$ cat config.mk
export PLATFORM = sky130hd
export DESIGN_NAME = irq_dispatch
export DESIGN_NICKNAME = d
export VERILOG_FILES = /design/src/rtl/irq_dispatch_pkg.sv /design/src/rtl/irq_edge_sense.sv /design/src/rtl/irq_lowest_pick.sv /design/src/rtl/irq_line_state.sv /design/src/rtl/irq_dispatch.sv
export SDC_FILE = /design/constraint.sdc
export NUM_CORES = 1
export LEC_CHECK = 0
export BUFFER_PORTS_ARGS = -buffer_cell sky130_fd_sc_hd__buf_4
export CAP_MARGIN = 5
export CELL_PAD_IN_SITES_DETAIL_PLACEMENT = 1
export CELL_PAD_IN_SITES_GLOBAL_PLACEMENT = 1
export CORE_AREA = 2 2 417 419
export DETAILED_ROUTE_END_ITERATION = 6
export DIE_AREA = 0 0 419 421
export PLACE_DENSITY_LB_ADDON = 0.1
export SYNTH_ARGS = -nofsm -noshare
export SYNTH_HDL_FRONTEND = slang
export SYNTH_SLANG_ARGS = --single-unit
$ cat constraint.sdc
create_clock -name clk -period 8.75 [get_ports clk]
set_clock_uncertainty 0.15 [all_clocks]
set_input_delay 0.875 -clock clk [delete_from_list [all_inputs] [get_ports clk]]
set_output_delay 0.875 -clock clk [all_outputs]
set_load 0.05 [all_outputs]
$ cat src/rtl/irq_dispatch_pkg.sv
package irq_dispatch_pkg;
  localparam int VEC_W   = 8;
  localparam int DM_W    = 3;
  localparam int DEST_W  = 8;
  localparam int WORD_W  = 32;
  // positions inside a routing entry word
  localparam int POS_VEC   = 0;
  localparam int POS_DM    = 8;
  localparam int POS_LOGIC = 11;
  localparam int POS_LEVEL = 15;
  localparam int POS_MASK  = 16;

  localparam logic [DM_W-1:0] DM_FIXED  = 3'd0;
  localparam logic [DM_W-1:0] DM_LOWEST = 3'd1;

  typedef struct packed {
    logic             mask;
    logic             level;
    logic             logical;
    logic [DM_W-1:0]  dmode;
    logic [VEC_W-1:0] vector;
  } entry_t;

  localparam entry_t ENTRY_RST = '{mask: 1'b1, level: 1'b0, logical: 1'b0,
                                   dmode: '0, vector: '0};

  typedef struct packed {
    logic [VEC_W-1:0]  vector;
    logic [DM_W-1:0]   dmode;
    logic              logical;
    logic              level;
    logic [DEST_W-1:0] dest;
  } msg_t;

  function automatic entry_t decode_entry(input logic [WORD_W-1:0] w);
    entry_t e;
    e.vector  = w[POS_VEC +: VEC_W];
    e.dmode   = w[POS_DM +: DM_W];
    e.logical = w[POS_LOGIC];
    e.level   = w[POS_LEVEL];
    e.mask    = w[POS_MASK];
    return e;
  endfunction

  function automatic logic mode_sends(input logic [DM_W-1:0] m);
    return (m == DM_FIXED) || (m == DM_LOWEST);
  endfunction
endpackage

$ cat src/rtl/irq_edge_sense.sv
module irq_edge_sense #(
  parameter int N_LINES = 24
) (
  input  logic               clk,
  input  logic               rst_n,
  input  logic [N_LINES-1:0] line_i,
  output logic [N_LINES-1:0] rise_o,
  output logic [N_LINES-1:0] fall_o
);
  logic [N_LINES-1:0] prev_q;

  always_ff @(posedge clk or negedge rst_n) begin
    if (!rst_n) prev_q <= '0;
    else        prev_q <= line_i;
  end

  always_comb begin
    rise_o = line_i & ~prev_q;
    fall_o = ~line_i & prev_q;
  end
endmodule

$ cat src/rtl/irq_lowest_pick.sv
module irq_lowest_pick #(
  parameter int N_LINES = 24,
  localparam int IDX_W  = $clog2(N_LINES)
) (
  input  logic [N_LINES-1:0] req_i,
  input  logic               en_i,
  output logic [N_LINES-1:0] grant_o,
  output logic [IDX_W-1:0]   idx_o,
  output logic               any_o
);
  always_comb begin
    grant_o = '0;
    idx_o   = '0;
    any_o   = 1'b0;
    for (int i = N_LINES - 1; i >= 0; i--) begin
      if (req_i[i] && en_i) begin
        grant_o = '0;
        grant_o[i] = 1'b1;
        idx_o   = IDX_W'(i);
        any_o   = 1'b1;
      end
    end
  end
endmodule

$ cat src/rtl/irq_line_state.sv
module irq_line_state
  import irq_dispatch_pkg::*;
(
  input  logic             clk,
  input  logic             rst_n,
  input  logic             rise_i,
  input  logic             fall_i,
  input  entry_t           entry_i,
  input  logic             eoi_valid_i,
  input  logic [VEC_W-1:0] eoi_vector_i,
  input  logic             sel_i,
  input  logic             clr_pend_i,
  input  logic             set_remote_i,
  output logic             pending_o,
  output logic             remote_o,
  output logic             status_o,
  output logic             eval_o
);
  logic   pend_q, pend_d;
  logic   rem_q, rem_d;
  logic   stat_q, stat_d;
  logic   eval_q, eval_d;
  entry_t entry_q;
  logic   take_edge, eoi_hit, entry_chg;

  always_comb begin
    // edge-mode masked assertions are discarded outright
    take_edge = rise_i && !(entry_i.mask && !entry_i.level);
    eoi_hit   = eoi_valid_i && (eoi_vector_i == entry_i.vector) && rem_q;
    entry_chg = (entry_i != entry_q);

    pend_d = pend_q;
    if (take_edge)                                 pend_d = 1'b1;
    else if (clr_pend_i || (fall_i && entry_i.level)) pend_d = 1'b0;

    rem_d = rem_q;
    if (set_remote_i) rem_d = 1'b1;
    else if (eoi_hit) rem_d = 1'b0;

    eval_d = eval_q;
    if (take_edge || eoi_hit || entry_chg) eval_d = 1'b1;
    else if (sel_i)                        eval_d = 1'b0;

    stat_d = stat_q;
    if (take_edge)  stat_d = 1'b1;
    else if (sel_i) stat_d = 1'b0;
  end

  always_ff @(posedge clk or negedge rst_n) begin
    if (!rst_n) begin
      pend_q <= 1'b0;
      rem_q  <= 1'b0;
      stat_q <= 1'b0;
      eval_q <= 1'b0;
    end else begin
      pend_q <= pend_d;
      rem_q  <= rem_d;
      stat_q <= stat_d;
      eval_q <= eval_d;
    end
  end

  always_ff @(posedge clk or negedge rst_n) begin
    if (!rst_n)         entry_q <= ENTRY_RST;
    else if (entry_chg) entry_q <= entry_i;
  end

  assign pending_o = pend_q;
  assign remote_o  = rem_q;
  assign status_o  = stat_q;
  assign eval_o    = eval_q;
endmodule

$ cat src/rtl/irq_dispatch.sv
module irq_dispatch
  import irq_dispatch_pkg::*;
#(
  parameter int N_LINES = 24
) (
  input  logic                      clk,
  input  logic                      rst_n,
  input  logic [N_LINES-1:0]        irq_i,
  input  logic [N_LINES*WORD_W-1:0] entry_i,
  input  logic [N_LINES*DEST_W-1:0] dest_i,
  input  logic                      eoi_valid_i,
  input  logic [VEC_W-1:0]          eoi_vector_i,
  output logic                      msg_valid_o,
  input  logic                      msg_ready_i,
  output logic [VEC_W-1:0]          msg_vector_o,
  output logic [DM_W-1:0]           msg_dmode_o,
  output logic                      msg_logical_o,
  output logic                      msg_level_o,
  output logic [DEST_W-1:0]         msg_dest_o,
  output logic [N_LINES-1:0]        remote_irr_o,
  output logic [N_LINES-1:0]        deliv_status_o
);
  localparam int IDX_W = $clog2(N_LINES);

  entry_t             ent [N_LINES];
  logic [DEST_W-1:0]  dst [N_LINES];
  logic [N_LINES-1:0] rise, fall, pend, remote, status, eval;
  logic [N_LINES-1:0] grant, clr_pend, set_remote;
  logic [N_LINES-1:0] unused_ro_bits;
  logic [IDX_W-1:0]   pick_idx;
  logic               pick_any;

  logic               out_valid_q, out_valid_d;
  msg_t               out_msg_q, out_msg_d;
  logic [IDX_W-1:0]   out_line_q;
  logic               load, imm_clr, imm_rem, accept;
  entry_t             s_ent;
  logic               s_go;

  irq_edge_sense #(.N_LINES(N_LINES)) u_edge (
    .clk    (clk),
    .rst_n  (rst_n),
    .line_i (irq_i),
    .rise_o (rise),
    .fall_o (fall)
  );

  irq_lowest_pick #(.N_LINES(N_LINES)) u_pick (
    .req_i   (eval),
    .en_i    (!out_valid_q),
    .grant_o (grant),
    .idx_o   (pick_idx),
    .any_o   (pick_any)
  );

  for (genvar g = 0; g < N_LINES; g++) begin : g_line
    assign ent[g] = decode_entry(entry_i[g*WORD_W +: WORD_W]);
    assign dst[g] = dest_i[g*DEST_W +: DEST_W];
    // read-only and reserved entry bits take no part in dispatch
    assign unused_ro_bits[g] = ^{entry_i[g*WORD_W+12 +: 3], entry_i[g*WORD_W+17 +: 15]};

    irq_line_state u_state (
      .clk          (clk),
      .rst_n        (rst_n),
      .rise_i       (rise[g]),
      .fall_i       (fall[g]),
      .entry_i      (ent[g]),
      .eoi_valid_i  (eoi_valid_i),
      .eoi_vector_i (eoi_vector_i),
      .sel_i        (grant[g]),
      .clr_pend_i   (clr_pend[g]),
      .set_remote_i (set_remote[g]),
      .pending_o    (pend[g]),
      .remote_o     (remote[g]),
      .status_o     (status[g]),
      .eval_o       (eval[g])
    );
  end

  // evaluation of the granted line
  always_comb begin
    s_ent   = ent[pick_idx];
    s_go    = pick_any && pend[pick_idx] && !s_ent.mask;
    load    = s_go && mode_sends(s_ent.dmode) && (!s_ent.level || !remote[pick_idx]);
    imm_clr = s_go && !s_ent.level && !mode_sends(s_ent.dmode);
    imm_rem = s_go && s_ent.level && !remote[pick_idx] && !mode_sends(s_ent.dmode);
    accept  = out_valid_q && msg_ready_i;
  end

  // state updates: immediate for silent outcomes, at handshake for messages
  always_comb begin
    clr_pend   = '0;
    set_remote = '0;
    if (imm_clr) clr_pend   = grant;
    if (imm_rem) set_remote = grant;
    if (accept) begin
      if (out_msg_q.level) set_remote[out_line_q] = 1'b1;
      else                 clr_pend[out_line_q]   = 1'b1;
    end
  end

  always_comb begin
    out_valid_d = out_valid_q;
    if (load)        out_valid_d = 1'b1;
    else if (accept) out_valid_d = 1'b0;
    out_msg_d.vector  = s_ent.vector;
    out_msg_d.dmode   = s_ent.dmode;
    out_msg_d.logical = s_ent.logical;
    out_msg_d.level   = s_ent.level;
    out_msg_d.dest    = dst[pick_idx];
  end

  always_ff @(posedge clk or negedge rst_n) begin
    if (!rst_n) out_valid_q <= 1'b0;
    else        out_valid_q <= out_valid_d;
  end

  always_ff @(posedge clk or negedge rst_n) begin
    if (!rst_n) begin
      out_msg_q  <= '0;
      out_line_q <= '0;
    end else if (load) begin
      out_msg_q  <= out_msg_d;
      out_line_q <= pick_idx;
    end
  end

  assign msg_valid_o    = out_valid_q;
  assign msg_vector_o   = out_msg_q.vector;
  assign msg_dmode_o    = out_msg_q.dmode;
  assign msg_logical_o  = out_msg_q.logical;
  assign msg_level_o    = out_msg_q.level;
  assign msg_dest_o     = out_msg_q.dest;
  assign remote_irr_o   = remote;
  assign deliv_status_o = status;
endmodule

==> summary.md, run 1 <==
| Metric | Value |
|---|---|
| GRT overflow | 0 |
| Via/cell ratio | 4.08 |
| Port Buffers | 633 |
| Layout cells sized above 1 | 26.9% |
| Placed wire-length estimate | 143000 um |
| Cell row count | roughly 150 |
| Worst-case clock buffer depth | 3 |
| Starting Density | 15.9% |
| Via count | 23100 |
| Sequential-to-total area share from yosys stat | 44.2% |
| Cell variety after synth | 75 |
| Synthesis Warnings | 0 |
| Clk slew on worst S/H paths | 0.06 ns |
| Root Driver | clkbuf_16 |
| Pwr Total | 6.94 mW |
| Post-CTS Setup Inserts | 0 |
| Pleak | 14.8 nW |
| Post-synth EDFFs | 0 |
| Hold Worst Slack | 0.0987 ns |
| Final setup viols | 0 |
| Setup TNS after final layout | 0 ns |
| VDD IR max | between 100 and 150 uV |
| Hold Path Class | primary input to async pin |
| Outcome | finished clean |
| Slew @ Worst Pin | 1.32 ns |
| Worst Setup Start Kind | flip-flop |
| DR WL/cell | 31.2 um |
| Area grow syn2layout | 31.5% |
| R2r worst-path depth | 11 |
| Average size of a mapped cell | roughly 9.2 um^2 |
| FF-to-FF setup slack | 2.83 ns |
| Vias in the first global route | 25000 |
| H-tree levels | 3 |
| Total routed wirelength | 176000 um |
| RSZ-0062 raised after global routing | no |
| Filler instances | around 20000 |
| Max_cap viols | 0 |
| FMAX | 169 MHz |
| DP Area | between 0.03 and 0.04 mm^2 |
| Final GP Congestion | 0.819 |
| Largest net degree at the start of global routing | 127 |
| Router iterations before antenna repair | 5 |
| Top Ports | 1066 |
| First-pass GRT wire length | approximately 230000 um |
| Crit. End Element | flip-flop |
| Mapped cell area | 0.0274 mm^2 |
| Final non-filler cell total | 5648 |
| First DRT Iteration DRCs | roughly 1300 |
| Synth Flop Type | dfrtp_1 |
| Die H | 421 um |
| Synth Instances | ~3000 |
| Core area | approximately 0.17 mm^2 |
| CP arrival | 6.31 ns |
| Synth Net Count | 3979 |
| Hold Vio Cnt, Final | 0 |
| Initial antenna violation count | 75 |
| Minimum clock period | 5.92 ns |
| Worst endpoint required time | 9.14 ns |
| Final worst-path cycle share | 67.7% |
| All-Layer GR Usage | around a fifth |
| Die width | about 420 um |
| Crit path max fanout | 14 |
| Critical path class | flip-flop to flip-flop |
| Clock Sinks | 483 |
| Drt drc | 0 |
| ANT nets after route | 0 |
| Yosys reg bits | 483 |
| Cts hold-fix bufs | 0 |
| Num CTS Buffers | 71 |
| Pwr dens | 193 mW/mm^2 |
| Slew Limit Fails | 0 |
| Nets | 4238 |
| Worst rel slew slack | between 10% and 20% |
| Latest clock arrival within the worst-skew pair | 0.68 ns |
| Cell total after placement | 5494 |
| CTS tree | yes |
| Ys async rst share | 100% |
| Reg-to-reg startpoint | g_line[7].u_state.eval_o |
| Critical R2R Capture | msg_dest_o[3] |
| Fin area | 0.0361 mm^2 |
| Die area | 0.176 mm^2 |
| Cts repair resizes | 0 |
==> registers in the layout, summed over array words and instances (netlist names) <==
name	flops
g_line.u_state.entry_q	336
g_line.u_state.eval_o	24
g_line.u_state.pending_o	24
g_line.u_state.remote_o	24
g_line.u_state.status_o	24
u_edge.prev_q	24
msg_dest_o	8
msg_vector_o	8
out_line_q	5
msg_dmode_o	3
msg_level_o	1
msg_logical_o	1
msg_valid_o	1
==> per-stage QoR <==
stage / worst slack, ns / utilization (%)
3_5_place_dp: 2.82 / 19.4
6_report: 2.83 / 20.9
4_1_cts: 2.79 / 20.9
3_3_place_gp: 2.84 / 19.4
2_1_floorplan: 5.29 / -
5_1_grt: 2.58 / 20.9
==> placed cells by master (no fill, tap or decap), drive strengths merged, types with 25 or more instances in the layout <==
cell type,count
nor2b,28
dfrtp,459
a21oi,33
buf,690
a31oi,56
o21ai,42
nand2,432
mux2i,58
nor3,40
clkbuf,104
a22oi,30
xor2,258
nor4,92
diode,25
mux2,25
nand3b,34
nor2,77
nand3,118
and3,47
nand4,119
xnor2,270
==> cell families after synthesis <==
group	after synthesis	synth area share, %
AOI/OAI and AO/OA	299	7.75
xor gates and xnor gates	528	16.9
buffers and inverters	528	8.21
DFF	483	44.2
muxes	83	3.39
and+or+nand+nor	1062	19.6
==> routing by layer <==
layer | global-route usage [%] | part of all wire, % | vias up | wire, um
li1 | - | - | 10500 | -
met1 | 24.4 | 43 | 11600 | 75300
met2 | 33.4 | 49 | 683 | 85900
met3 | 4.87 | 5.9 | 219 | 10400
met4 | 6.06 | 2.6 | 42 | 4580
met5 | 0 | 0.14 | - | 253
==> cell usage after synthesis (all sizes together) (42+ instances only) <==
cell type  number  area [um^2]
and3           47          294
buf           101          648
o21ai          42          214
nor4           92          627
nand3         118          591
clkbuf        403         1510
dfrtp         459        11500
mux2i          58          581
xor2          258         2260
nand4         119          751
a31oi          56          350
xnor2         270         2360
nand2         432         1630
nor2           77          302
==> how the worst max path moves through the flow <==
| stage | from | end | slack, ns | cells after the start |
|---|---|---|---|---|
| floorplan | msg_valid_o | msg_dest_o[0] | 5.29 | 12 |
| global placement | g_line[7].u_state.eval_o | msg_vector_o[6] | 2.84 | 11 |
| detailed placement | g_line[7].u_state.eval_o | msg_dest_o[3] | 2.82 | 11 |
| CTS | g_line[7].u_state.eval_o | msg_dest_o[3] | 2.79 | 11 |
| global route | g_line[7].u_state.eval_o | msg_dest_o[0] | 2.58 | 11 |
| finish | g_line[7].u_state.eval_o | msg_dest_o[3] | 2.83 | 11 |
==> critical path: stages, from the launching register on <==
cell     delay (ns)
dfrtp_1        0.50
nor4_4         0.56
nand3_1        0.61
nor2_2         0.53
nand2_1        0.61
nor2_2         0.67
a22oi_1        0.33
nand4_1        0.24
o22ai_2        0.16
nor2_4         0.69
buf_4          0.37
mux2_4         0.32
==> area by class of cell <==
class / instances / area [um^2] / area share, %
Sequential cell: 483 / 12100 / 33.6
Clock buffer: 104 / 2100 / 5.81
Antenna cell: 25 / 62.6 / 0.173
Tap cell: 2325 / 2910 / 8.07
Timing Repair Buffer: 690 / 5230 / 14.5
Multi-Input combinational cell: 1972 / 13100 / 36.4
Clock inverter: 25 / 434 / 1.20
Inverter: 24 / 90.1 / 0.250
==> power by group <==
| group | total, mW | internal (mW) | leakage, nW | switching [mW] |
|---|---|---|---|---|
| registers | 2.50 | 2.39 | 5.49 | 0.103 |
| logic | 1.25 | 0.490 | 8.05 | 0.765 |
| clock network | 3.19 | 1.99 | 1.23 | 1.21 |
(Power assumes the default switching activity.)
==> run 2, diff against run 1 <==
--- a/config.mk
+++ b/config.mk
@@ -5,13 +5,14 @@
 export SDC_FILE = /design/constraint.sdc
 export NUM_CORES = 1
 export LEC_CHECK = 0
+export ABC_AREA = 1
 export BUFFER_PORTS_ARGS = -buffer_cell sky130_fd_sc_hd__buf_4
 export CAP_MARGIN = 5
 export CELL_PAD_IN_SITES_DETAIL_PLACEMENT = 1
 export CELL_PAD_IN_SITES_GLOBAL_PLACEMENT = 1
-export CORE_AREA = 2 2 417 419
+export CORE_AREA = 2 2 412 414
 export DETAILED_ROUTE_END_ITERATION = 6
-export DIE_AREA = 0 0 419 421
+export DIE_AREA = 0 0 414 416
 export PLACE_DENSITY_LB_ADDON = 0.1
 export SYNTH_ARGS = -nofsm -noshare
 export SYNTH_HDL_FRONTEND = slang
==> constraint.sdc (replaced) <==
create_clock -name clk -period 4.85 [get_ports clk]
set_clock_uncertainty 0.15 [all_clocks]
set_input_delay 0.485 -clock clk [delete_from_list [all_inputs] [get_ports clk]]
set_output_delay 0.485 -clock clk [all_outputs]
set_load 0.05 [all_outputs]
==> run 2 against run 1 <==
  * Sequential cell count unchanged
  * Hold slack improved by 0.087 ns
  * Sequential power increased by 81%
  * Critical path type unchanged
  * Critical endpoint is now msg_vector_o[6]
  * Highest routed layer unchanged
==> summary.md, run 2 <==
| Metric | Value |
|---|---|
| Worst rel slew slack | 16.0% (+4.1 points) |
| Crit path capture | msg_vector_o[6] |
| GRT overflow | 0 (unchanged) |
| Ys async rst share | 100% (unchanged) |
| Pwr dens | 317 mW/mm^2 (+65%) |
| CTS tree | yes |
| Cell row count | 151 (-1.3%) |
| Via count | 30300 (+31%) |
| Slew @ Worst Pin | 1.25 ns (-0.0706 ns) |
| All-Layer GR Usage | 21.4% (+1.7 points) |
| Most frequent cells in the layout | nand2_1, buf_4, dfrtp_1, inv_1, nand3_1 |
| Core area | 0.168 mm^2 (-2.5%) |
| Yosys top cell area share | 38.8% (-3.1 points) |
| FF-to-FF setup slack | 0.39 ns (-2.44 ns) |
| Yosys reg bits | 483 (unchanged) |
| Crit path max fanout | 22 (+8) |
| Most common cell after layout, fill and taps aside | nand2_1 |
| Die H | 416 um (-1.2%) |
| H-tree levels | 3 (unchanged) |
| Outcome | finished clean |
| Setup TNS after final layout | 0 ns (unchanged) |
| First DRT Iteration DRCs | 1581 (+22%) |
| Post-CTS Setup Inserts | 0 (unchanged) |
| Filler instances | 20000 (+0.84%) |
| Worst-case clock buffer depth | 3 (unchanged) |
| RSZ-0062 raised after global routing | no |
| Simple-gate area share of the yosys netlist | 27.5% (+7.9 points) |
| Area grow syn2layout | 42.3% |
| Clk slew on worst S/H paths | 0.06 ns (about the same) |
| Clock Sinks | 483 (unchanged) |
| Root Driver | clkbuf_16 |
| Drt drc | 0 (unchanged) |
| Worst setup startpoint | msg_valid_o |
| Num CTS Buffers | 71 (unchanged) |
| R2r worst-path depth | 17 (+6) |
| Layout cells sized above 1 | 22.1% (-4.8 points) |
| ANT nets after route | 0 (unchanged) |
| Post-synth EDFFs | 0 (unchanged) |
| Nets | 5636 (+33%) |
| Slew Limit Fails | 0 (unchanged) |
| Synth Instances | 3994 (+34%) |
| Average size of a mapped cell | 7.41 um^2 (-19%) |
| Count leader, synth | nand2_1 |
| Compound-gate portion of the synthesized area | 11.2% (+3.4 points) |
| Starting Density | 17.6% (+1.7 points) |
| Reg-to-reg startpoint | msg_valid_o |
| XOR/XNOR Fraction of Synth Area | 6.77% (-10 points) |
| Largest net degree at the start of global routing | 86 (-32%) |
| Vias in the first global route | 32200 (+29%) |
| Worst Setup Start Kind | flip-flop |
| Via/cell ratio | 4.36 (+6.8%) |
| Pleak | 19.4 nW (+31%) |
| Latest clock arrival within the worst-skew pair | 0.69 ns (about the same) |
| Synthesis Warnings | 0 (unchanged) |
| Worst endpoint required time | 5.31 ns (-3.83 ns) |
| Final setup viols | 0 (unchanged) |
| Max reg flops | 336 (unchanged) |
| Synth Flop Type | dfrtp_1 |
| Sequential-to-total area share from yosys stat | 40.9% (-3.3 points) |
| Area of the multi-input gates | 0.0135 mm^2 (+3.1%) |
| Hold Vio Cnt, Final | 0 (unchanged) |
| Initial antenna violation count | 73 (-2.7%) |
| Top reg by flops | g_line.u_state.entry_q |
| Final GP Congestion | 0.883 (+7.8%) |
| Max_cap viols | 0 (unchanged) |
| Top Ports | 1066 (unchanged) |
| Placed wire-length estimate | 150000 um (+4.8%) |
| Die area | 0.172 mm^2 (-2.4%) |
| Largest area contributor in the netlist | dfrtp_1 |
| Port Buffers | 633 (unchanged) |
| Post-synthesis mux area share | 0% (-3.4 points) |
| Hold Path Class | primary input to flip-flop |
| Critical path class | flip-flop to flip-flop |
| VDD IR max | 190 uV (+65%) |
| FMAX | 224 MHz (+33%) |
| Mapped cell area | 0.0296 mm^2 (+8.0%) |
| Pwr Total | 13.4 mW (+92%) |
| Synth Net Count | 4990 (+25%) |
| Largest family of logic cells by synthesized area | simple AND/OR/NAND/NOR gates |
| First-pass GRT wire length | 260000 um (+11%) |
| DR WL/cell | 26.9 um (-14%) |
| Most frequent cells after synthesis | nand2_1, dfrtp_1, inv_1, nand3_1, clkbuf_1 |
| Final worst-path cycle share | 92.0% (+24 points) |
| Minimum clock period | 4.46 ns (-1.46 ns) |
| Post-synthesis adder-cell area fraction | 0% (unchanged) |
| Register area | 0.0121 mm^2 (unchanged) |
| Crit. End Element | flip-flop |
| Cell variety after synth | 52 (-31%) |
| Router iterations before antenna repair | 5 (unchanged) |
| CP arrival | 4.93 ns (-1.38 ns) |
| Total routed wirelength | 187000 um (+6.0%) |
| Critical R2R Capture | msg_vector_o[6] |
| Die width | 414 um (-1.2%) |
| Cells taking the most area after synthesis | dfrtp_1, nand2_1, nand3_1 |
## run 2: cell types whose count changed in the layout (fill, tap and decap cells not counted), sizes merged, moves of 112 or more
cell	previous run	this run
nor2	77	270
o21ai	42	163
nand3	118	414
dlygate4sd3	0	362
xor2	258	146
inv	24	429
xnor2	270	83
nand2	432	790
## run 2: cells by family after synthesis
logic type                after synthesis
and+or+nand+nor                      1794
buffers and inverters                 975
AOI/OAI and AO/OA                     513
DFF                                   483
xor gates and xnor gates              229
## run 2: layout make-up
cell class	instances	share of cell area (%)
multi-input combinational	2536	32.1
sequential	483	28.8
timing repair buffer	1119	22.9
tap	2218	6.59
clock buffer	105	4.98
inverter	429	3.83
clock inverter	25	0.639
antenna	31	0.184
## run 2: routing by layer
layer  GRT usage (%)  part of all wire [%]
met5               0                  0.14
met4            5.05                   2.3
met3            4.39                   5.6
met2            33.7                    44
met1            29.8                    48
## run 2: worst max-delay path, cell delays in order, from the launching register on
cell	delay (ns)
dfrtp_1	0.62
buf_4	0.23
buf_4	0.22
nor2_1	0.17
nor3_1	0.56
nand2_2	0.30
nand2_8	0.29
buf_12	0.22
buf_12	0.20
buf_4	0.19
a21oi_1	0.07
o21ai_0	0.09
nand3_1	0.12
nand3_1	0.10
nand2_1	0.15
a21oi_1	0.40
nand3_1	0.14
nand2_1	0.09
## run 2: where the power goes
part	total, mW	switching (mW)	internal, mW
sequential	4.52	0.188	4.33
combinational	3.41	2.17	1.24
clock	5.43	2.25	3.17
## run 2: through the flow
step / setup WS, ns / hold slack, ns / util, % / cell area [um^2] / instances
5_1_grt: 0.108 / 0.248 / 25.0 / 42100 / 6932
4_1_cts: 0.354 / 0.132 / 25.0 / 42000 / 6915
3_3_place_gp: 0.429 / 0.304 / 21.4 / 36100 / 6423
6_report: 0.388 / 0.186 / 25.0 / 42100 / 6946
3_5_place_dp: 0.403 / 0.314 / 21.4 / 36100 / 6423
2_1_floorplan: 1.77 / 0.0394 / - / 29600 / 3994
## run 2: worst min-delay path by stage
| stage | start | to | slack, ns | cells after the start |
|---|---|---|---|---|
| floorplan | rst_n | g_line[0].u_state.entry_q[0] | 0.04 | 0 |
| global route | dest_i[50] | msg_dest_o[2] | 0.25 | 7 |
| CTS | dest_i[31] | msg_dest_o[7] | 0.13 | 7 |
| finish | dest_i[31] | msg_dest_o[7] | 0.19 | 7 |
| global placement | msg_dest_o[2] | msg_dest_o[2] | 0.30 | 2 |
| detailed placement | msg_dest_o[2] | msg_dest_o[2] | 0.31 | 2 |
## run 2: timing repair
item / in CTS / in global routing
hold buffers: 362 / 0
gates resized for setup: 0 / 0
hold endpoints to repair: 455 / 0
